[src/rtl/intr_agg_pkg.sv]
// Package: shared register selector encoding for the interrupt aggregator.
// Assumes a two-bit register address on the access port.
package intr_agg_pkg;
    typedef enum logic [1:0] {
        SEL_STATUS = 2'd0,
        SEL_ENABLE = 2'd1,
        SEL_SWSET  = 2'd2,
        SEL_NONE   = 2'd3
    } reg_sel_e;
endpackage

[src/rtl/intr_direct_bank.sv]
// Module: sticky status bits for direct interrupt sources.
// Each bit is set by a hardware event pulse and cleared by a clear mask.
// A set and a clear in the same cycle leave the bit set.
// Bit SW_IDX can also be set by a software raise strobe.
// Assumes the clear mask is already qualified by the register write decode.
module intr_direct_bank #(
    parameter int N      = 4,
    parameter int SW_IDX = 0
) (
    input  logic         clk,
    input  logic         rst_n,
    input  logic [N-1:0] hw_evt,
    input  logic [N-1:0] clr_mask,
    input  logic         sw_raise,
    output logic [N-1:0] stat
);
    logic [N-1:0] set_vec;

    // Merge the hardware events with the software raise at its bit position.
    always_comb begin
        set_vec         = hw_evt;
        set_vec[SW_IDX] = hw_evt[SW_IDX] | sw_raise;
    end

    for (genvar i = 0; i < N; i++) begin : g_bit
        // Per-bit sticky flag: reset clears it, and set has priority over clear.
        always_ff @(posedge clk) begin
            if (!rst_n)
                stat[i] <= 1'b0;
            else if (set_vec[i])
                stat[i] <= 1'b1;
            else if (clr_mask[i])
                stat[i] <= 1'b0;
        end
    end
endmodule

[src/rtl/intr_summary_mirror.sv]
// Module: one-cycle registered copy of the pending flags held in sub-modules.
// There is no local clear. Each bit follows its source flag.
// Assumes the source flags are synchronous to clk.
module intr_summary_mirror #(
    parameter int N = 5
) (
    input  logic         clk,
    input  logic         rst_n,
    input  logic [N-1:0] src,
    output logic [N-1:0] mirror
);
    // Sample the sub-module flags each cycle.
    always_ff @(posedge clk) begin
        if (!rst_n)
            mirror <= '0;
        else
            mirror <= src;
    end
endmodule

[src/rtl/intr_combine.sv]
// Module: reduces status AND enable to a single registered request.
// Assumes status and enable are aligned bit for bit.
module intr_combine #(
    parameter int W = 9
) (
    input  logic         clk,
    input  logic         rst_n,
    input  logic [W-1:0] stat,
    input  logic [W-1:0] en,
    output logic         irq
);
    logic any_pending;

    // OR over all enabled pending bits.
    always_comb any_pending = |(stat & en);

    // Register the request for a glitch-free level.
    always_ff @(posedge clk) begin
        if (!rst_n)
            irq <= 1'b0;
        else
            irq <= any_pending;
    end
endmodule

[src/rtl/intr_agg_top.sv]
// Module: top of the two-tier interrupt aggregation controller.
// Direct bits occupy status[N_DIR-1:0] and summary bits occupy the bits above.
// Register port: address 0 status (write 1 clears direct bits), address 1
// enable (read and write), address 2 write-only software raise (data bit 0).
// Assumes a single-cycle write strobe and a combinational read.
module intr_agg_top #(
    parameter int N_DIR  = 4,
    parameter int N_SUM  = 5,
    parameter int SW_IDX = 0,
    localparam int TOT_W = N_DIR + N_SUM
) (
    input  logic             clk,
    input  logic             rst_n,
    input  logic [N_DIR-1:0] dir_evt,
    input  logic [N_SUM-1:0] sum_src,
    input  logic [1:0]       reg_addr,
    input  logic             reg_we,
    input  logic [TOT_W-1:0] reg_wdata,
    output logic [TOT_W-1:0] reg_rdata,
    output logic             irq_req
);
    import intr_agg_pkg::*;

    reg_sel_e         sel;
    logic [N_DIR-1:0] clr_mask;
    logic             sw_raise;
    logic             en_wr;
    logic [N_DIR-1:0] dir_stat;
    logic [N_SUM-1:0] sum_stat;
    logic [TOT_W-1:0] status;
    logic [TOT_W-1:0] enable_q;

    // Decode the register access into per-function strobes.
    always_comb begin
        sel      = reg_sel_e'(reg_addr);
        clr_mask = (reg_we && sel == SEL_STATUS) ? reg_wdata[N_DIR-1:0] : '0;
        sw_raise = reg_we && sel == SEL_SWSET && reg_wdata[0];
        en_wr    = reg_we && sel == SEL_ENABLE;
    end

    intr_direct_bank #(.N(N_DIR), .SW_IDX(SW_IDX)) u_direct (
        .clk      (clk),
        .rst_n    (rst_n),
        .hw_evt   (dir_evt),
        .clr_mask (clr_mask),
        .sw_raise (sw_raise),
        .stat     (dir_stat)
    );

    intr_summary_mirror #(.N(N_SUM)) u_summary (
        .clk    (clk),
        .rst_n  (rst_n),
        .src    (sum_src),
        .mirror (sum_stat)
    );

    // Assemble the full status word.
    always_comb status = {sum_stat, dir_stat};

    // Enable register: cleared by reset, loaded by a write.
    always_ff @(posedge clk) begin
        if (!rst_n)
            enable_q <= '0;
        else if (en_wr)
            enable_q <= reg_wdata;
    end

    intr_combine #(.W(TOT_W)) u_combine (
        .clk   (clk),
        .rst_n (rst_n),
        .stat  (status),
        .en    (enable_q),
        .irq   (irq_req)
    );

    // Read multiplexer for the selected register.
    always_comb begin
        case (sel)
            SEL_STATUS: reg_rdata = status;
            SEL_ENABLE: reg_rdata = enable_q;
            default:    reg_rdata = '0;
        endcase
    end
endmodule

[config.mk]
export PLATFORM = sky130hd
export DESIGN_NAME = intr_agg_top
export DESIGN_NICKNAME = d
export VERILOG_FILES = /design/src/rtl/intr_agg_pkg.sv /design/src/rtl/intr_direct_bank.sv /design/src/rtl/intr_summary_mirror.sv /design/src/rtl/intr_combine.sv /design/src/rtl/intr_agg_top.sv
export SDC_FILE = /design/constraint.sdc
export NUM_CORES = 1
export LEC_CHECK = 0
export CORE_UTILIZATION = 45
export DETAILED_ROUTE_END_ITERATION = 12
export DONT_BUFFER_PORTS = 1
export PLACE_DENSITY = 0.59
export RECOVER_POWER = 100
export SLEW_MARGIN = 20
export SYNTH_ARGS = -nofsm -noshare
export SYNTH_HDL_FRONTEND = slang
export SYNTH_SLANG_ARGS = --single-unit
[constraint.sdc]
create_clock -name clk -period 1.8 [get_ports clk]
set_input_delay 0 -clock clk [delete_from_list [all_inputs] [get_ports clk]]
set_output_delay 0 -clock clk [all_outputs]
set_load 0.1 [all_outputs]
# Yosys cells after proc, flatten, opt, wreduce, memory -nomap -nowiden
# Cells that the tools add are included.
word_totals:
  regBits: 19
  in_bits: 23
  out_inout_bits: 10
  wordCells: 31
op_classes:
  n_eq_ne: 2
  muxes: 10
  n_bitwise: 2
  n_reduce_logical: 10
ops:
  columns: ["operator", "n"]
  rows:
  - ["case mux 9 bit (2 select lines)", 1]
  - ["AND 9 bit", 1]
  - ["OR reduction 9 bit", 1]
  - ["two-way mux 1 bit", 8]
  - ["nonzero test 2 bit", 4]
  - ["logical AND 1 bit", 4]
  - ["two-way mux 4 bit", 1]
  - ["== test 2 x 1 -> 1 bit (second input constant)", 1]
  - ["== test 2 bit (second input constant)", 1]
  - ["logical NOT 2 bit", 1]
  - ["bitwise OR 1 bit", 1]

# Logic depth before layout (Yosys ltp)
logic_depth:
  word_depth: 5
  depth_mapped: 4
  ltp_nobuf: 3

# Modules after synthesis
# A second synthesis with hierarchy kept.
hier_totals:
  hier_cells: 95
  area_unflattened_um2: 888.4
modules_own_cells:
  columns: ["mod", "instances", "cells_each", "area_per_inst_um2", "seq_area_each_um2"]
  rows:
  - ["intr_agg_top", 1, 66, 549.3, 180.2]
  - ["intr_direct_bank", 1, 12, 136.4, 80.1]
  - ["intr_summary_mirror", 1, 10, 131.4, 100.1]
  - ["intr_combine", 1, 7, 71.3, 20.0]

# Least setup slack after synthesis
# Ideal clock, no wire load.
synth_path:
  path_type: "register to output"
  from: "reg enable_q[1]"
  to: "out reg_rdata[1]"
  t_arrival_ns: 1.648
  required_ns: 1.800
  slack_ns: 0.152
  stages_incl_launch_ff: 3
  n_path_buf: 0
  cell_sequence: "dfxtp_1 > mux2i_1 > nor2_1"
synth_between:
  elab_chain_cells: 1
synth_rtl:
  columns: ["item", "line", "source"]
  rows:
  - ["start, declared", "intr_agg_top.sv:31", "logic [TOT_W-1:0] enable_q;"]
  - ["start signal, assigned", "intr_agg_top.sv:65", "enable_q <= reg_wdata;"]
  - ["case mux 9 bit (2 select lines)", "intr_agg_top.sv:78", "case (sel)"]
  - ["end, declared", "intr_agg_top.sv:19", "output logic [TOT_W-1:0] reg_rdata,"]
# No other way between the ends.

# Worst setup path after layout
# Same ends and word-level chain as after synthesis.

==> results.yml <==
run_status:
  outcome: "finished, final reports clean"
cts:
  numCtsBuffers: 3
  max-clock-path-buffers: 2
  clkLatencyLatePin_ns: 0.29
  cts_root_buf: "clkbuf_4"
  h-tree-depth: 1
  clock_sinks: 19
  cts_tree: "built"
  cts_resized: 0
  clk_pin_slew_worst_paths_ns: 0.11
worst_setup_path:
  endpoint: "reg_rdata[1]"
  crit_buf_inv: 1
  start_kind: "register"
  path_cells: "mux2i_1, nor2_2, clkbuf_2"
  r2r-end: "u_direct.stat[1]"
  crit_fanout: 3
  crit_slowest_cell: "clkbuf_2"
  worstSetupPathType: "register to output pin"
  max_stage_delay_ns: 0.46
  cp-startpoint: "enable_q[1]"
  timing.rr.start: "u_direct.stat[1]"
  crit_path_end_kind: "output pin"
  r2r_slack_ns: 0.50
  crit_cells: 3
  cpLargestDelayFamily: "buffers and inverters"
  cp.arrival_ns: 1.34
  required_ns: 1.80
  r2r_cells: 3
synth:
  yosysTopAreaCell: "dfxtp_1"
  synth.avg_cell_area_um2: 9.98
  synth_flop_cell: "dfxtp_1"
  async_flop_share: 0
  ys_ff_latch: 19
  syn_nets: 105
  syn_area_um2: 818
  synth_cell_types: 19
  syn_inst: 82
  synthTopCellsByArea: "dfxtp_1 46%, mux2i_1 23%, nor2_1 8.3%, and2_1 3.8%, a21boi_0 2.8%"
  yosys_warnings: 0
  ys_seq_area_frac: 0.465
  synth_top_area_share: 0.465
  synth_edf_count: 0
final_layout:
  layout-drive-gt1-share: 0.193
  antennaDiodeCount: 0
  fin_nets: 138
  areaGrowthSynthToFinish_pct: 39.4
  final_util: 0.668
power:
  pwr_density_cell_nw_per_um2: 743
  p_leak_nw: 0.534
  power.ir.vdd_worst_mv: 0.554
global_routing:
  grt.total_usage: 0.202
  grt_max_degree: 13
  grt_pass1_vias: 663
  grt_pass1_wl_um: 2840
  grt_overflow: 0
  antenna_found_initial: 0
sta:
  rsz0062_at_grt: "false"
  slew_headroom: 0.575
  worst_clock_skew_ns: 0.00724
  drv_slew: 0
  layout_min_cycle_time_ns: 1.34
  worst_slew_pin_slew_ns: 0.635
  setup_violations: 0
  finalSetupTns_ns: 0
  fin_crit_sh: 0.743
  max_freq_mhz: 747
  hold_viol: 0
drt:
  wire_per_inst_um: 13.1
  drt_iter0_markers: 11
  drt_wl_total_um: 1820
  drt_first_pass_iters: 4
  route.detailed.drc: 0
  num_vias: 688
  postRouteAntennaNets: 0
  via_per_inst: 4.95
placement:
  port_buffers: 0
  dp_hpwl_um: 1130
  routabilityCongestion: 0.740
floorplanning:
  dieArea_um2: 1990
  initial_core_util: 0.479
  ioPinCount: 33
  rows: 15
  die_w_um: 44.6
  fp.dieH_um: 44.6
  core_um2: 1710
worst_hold_path:
  worstHoldPathType: "input port to register"
job:
  cap_viol_max_count: 0
[metal layers]
| metal | up-vias | track usage | wire (µm) |
|---|---|---|---|
| met3 | 2 | 0.0408 | 84 |
| met5 | - | 0 | 0 |
| li1 | 349 | - | - |
| met1 | 313 | 0.237 | 781 |
| met2 | 24 | 0.362 | 944 |
| met4 | 0 | 0.0727 | 12 |
[cell type report]
type,instances,area (µm²)
clock buffers,4,26.3
fillers,154,567
inverters,2,7.51
multi-input cells,57,425
flip-flops and latches,19,380
well taps,25,31.3
repair buffers,32,270
[repair_timing]
item                      in CTS  in global routing
hold endpoints to repair      18                  0
hold buffers                  22                  0
setup buffers                  0                  0
[placed cells by master, fill, tap and decap left out]
cell,instances
a21boi_0,3
a21oi_1,1
a221oi_1,1
a222oi_1,1
a22o_1,1
a22oi_1,1
a31oi_1,1
and2_0,1
and2_1,4
clkbuf_1,1
clkbuf_2,10
clkbuf_4,3
dfxtp_1,19
dlygate4sd3_1,22
inv_1,2
mux2i_1,19
nand3b_1,2
nor2_1,9
nor2_2,9
nor3b_1,1
o21a_1,3
[where the power goes]
group | total, mW | internal [mW] | switching [mW]
registers | 0.455 | 0.441 | 0.0137
logic | 0.181 | 0.0728 | 0.108
clock network | 0.212 | 0.0861 | 0.126
total | 0.848 | 0.600 | 0.248
[synthesized netlist by cell type (all sizes together) (2+ instances only)]
| master | count |
|---|---|
| mux2i | 19 |
| buf | 3 |
| a21boi | 3 |
| inv | 2 |
| nand3b | 2 |
| and2 | 5 |
| o21a | 3 |
| nor2 | 18 |
| dfxtp | 19 |
[per-stage QoR]
stage	total power, mW	std cells	instance area, µm²	worst slack [ns]	hold WS, ns
after floorplan	0.590	82	818	0.152	0.118
after global placement	0.607	113	920	0.730	0.120
after detailed placement	0.608	113	920	0.729	0.122
after CTS	0.858	139	1170	0.510	0.0102
after global routing	0.887	139	1140	0.401	0.0203
final	0.848	139	1140	0.462	0.0131
[how the worst min path moves through the flow]
stage | startpoint | end | slack, ns | cells past startpoint
final | rst_n | enable_q[2] | 0.01 | 2
after detailed placement | rst_n | u_direct.stat[1] | 0.12 | 1
after global routing | rst_n | enable_q[8] | 0.02 | 2
after global placement | rst_n | u_direct.stat[1] | 0.12 | 1
after floorplan | rst_n | u_direct.stat[1] | 0.12 | 1
after CTS | rst_n | enable_q[2] | 0.01 | 2
[sequential cells by signal, indices dropped and copies added, names as in the netlist]
| register | cells |
|---|---|
| u_direct.stat | 4 |
| u_combine.irq | 1 |
| u_summary.mirror | 5 |
| enable_q | 9 |
[cells by family after synthesis]
family | share of synthesized area
and+or+nand+nor | 0.148
muxes | 0.232
DFF | 0.465
AOI/OAI and AO/OA | 0.112
buffers and inverters | 0.0428
(Power assumes the default switching activity.)
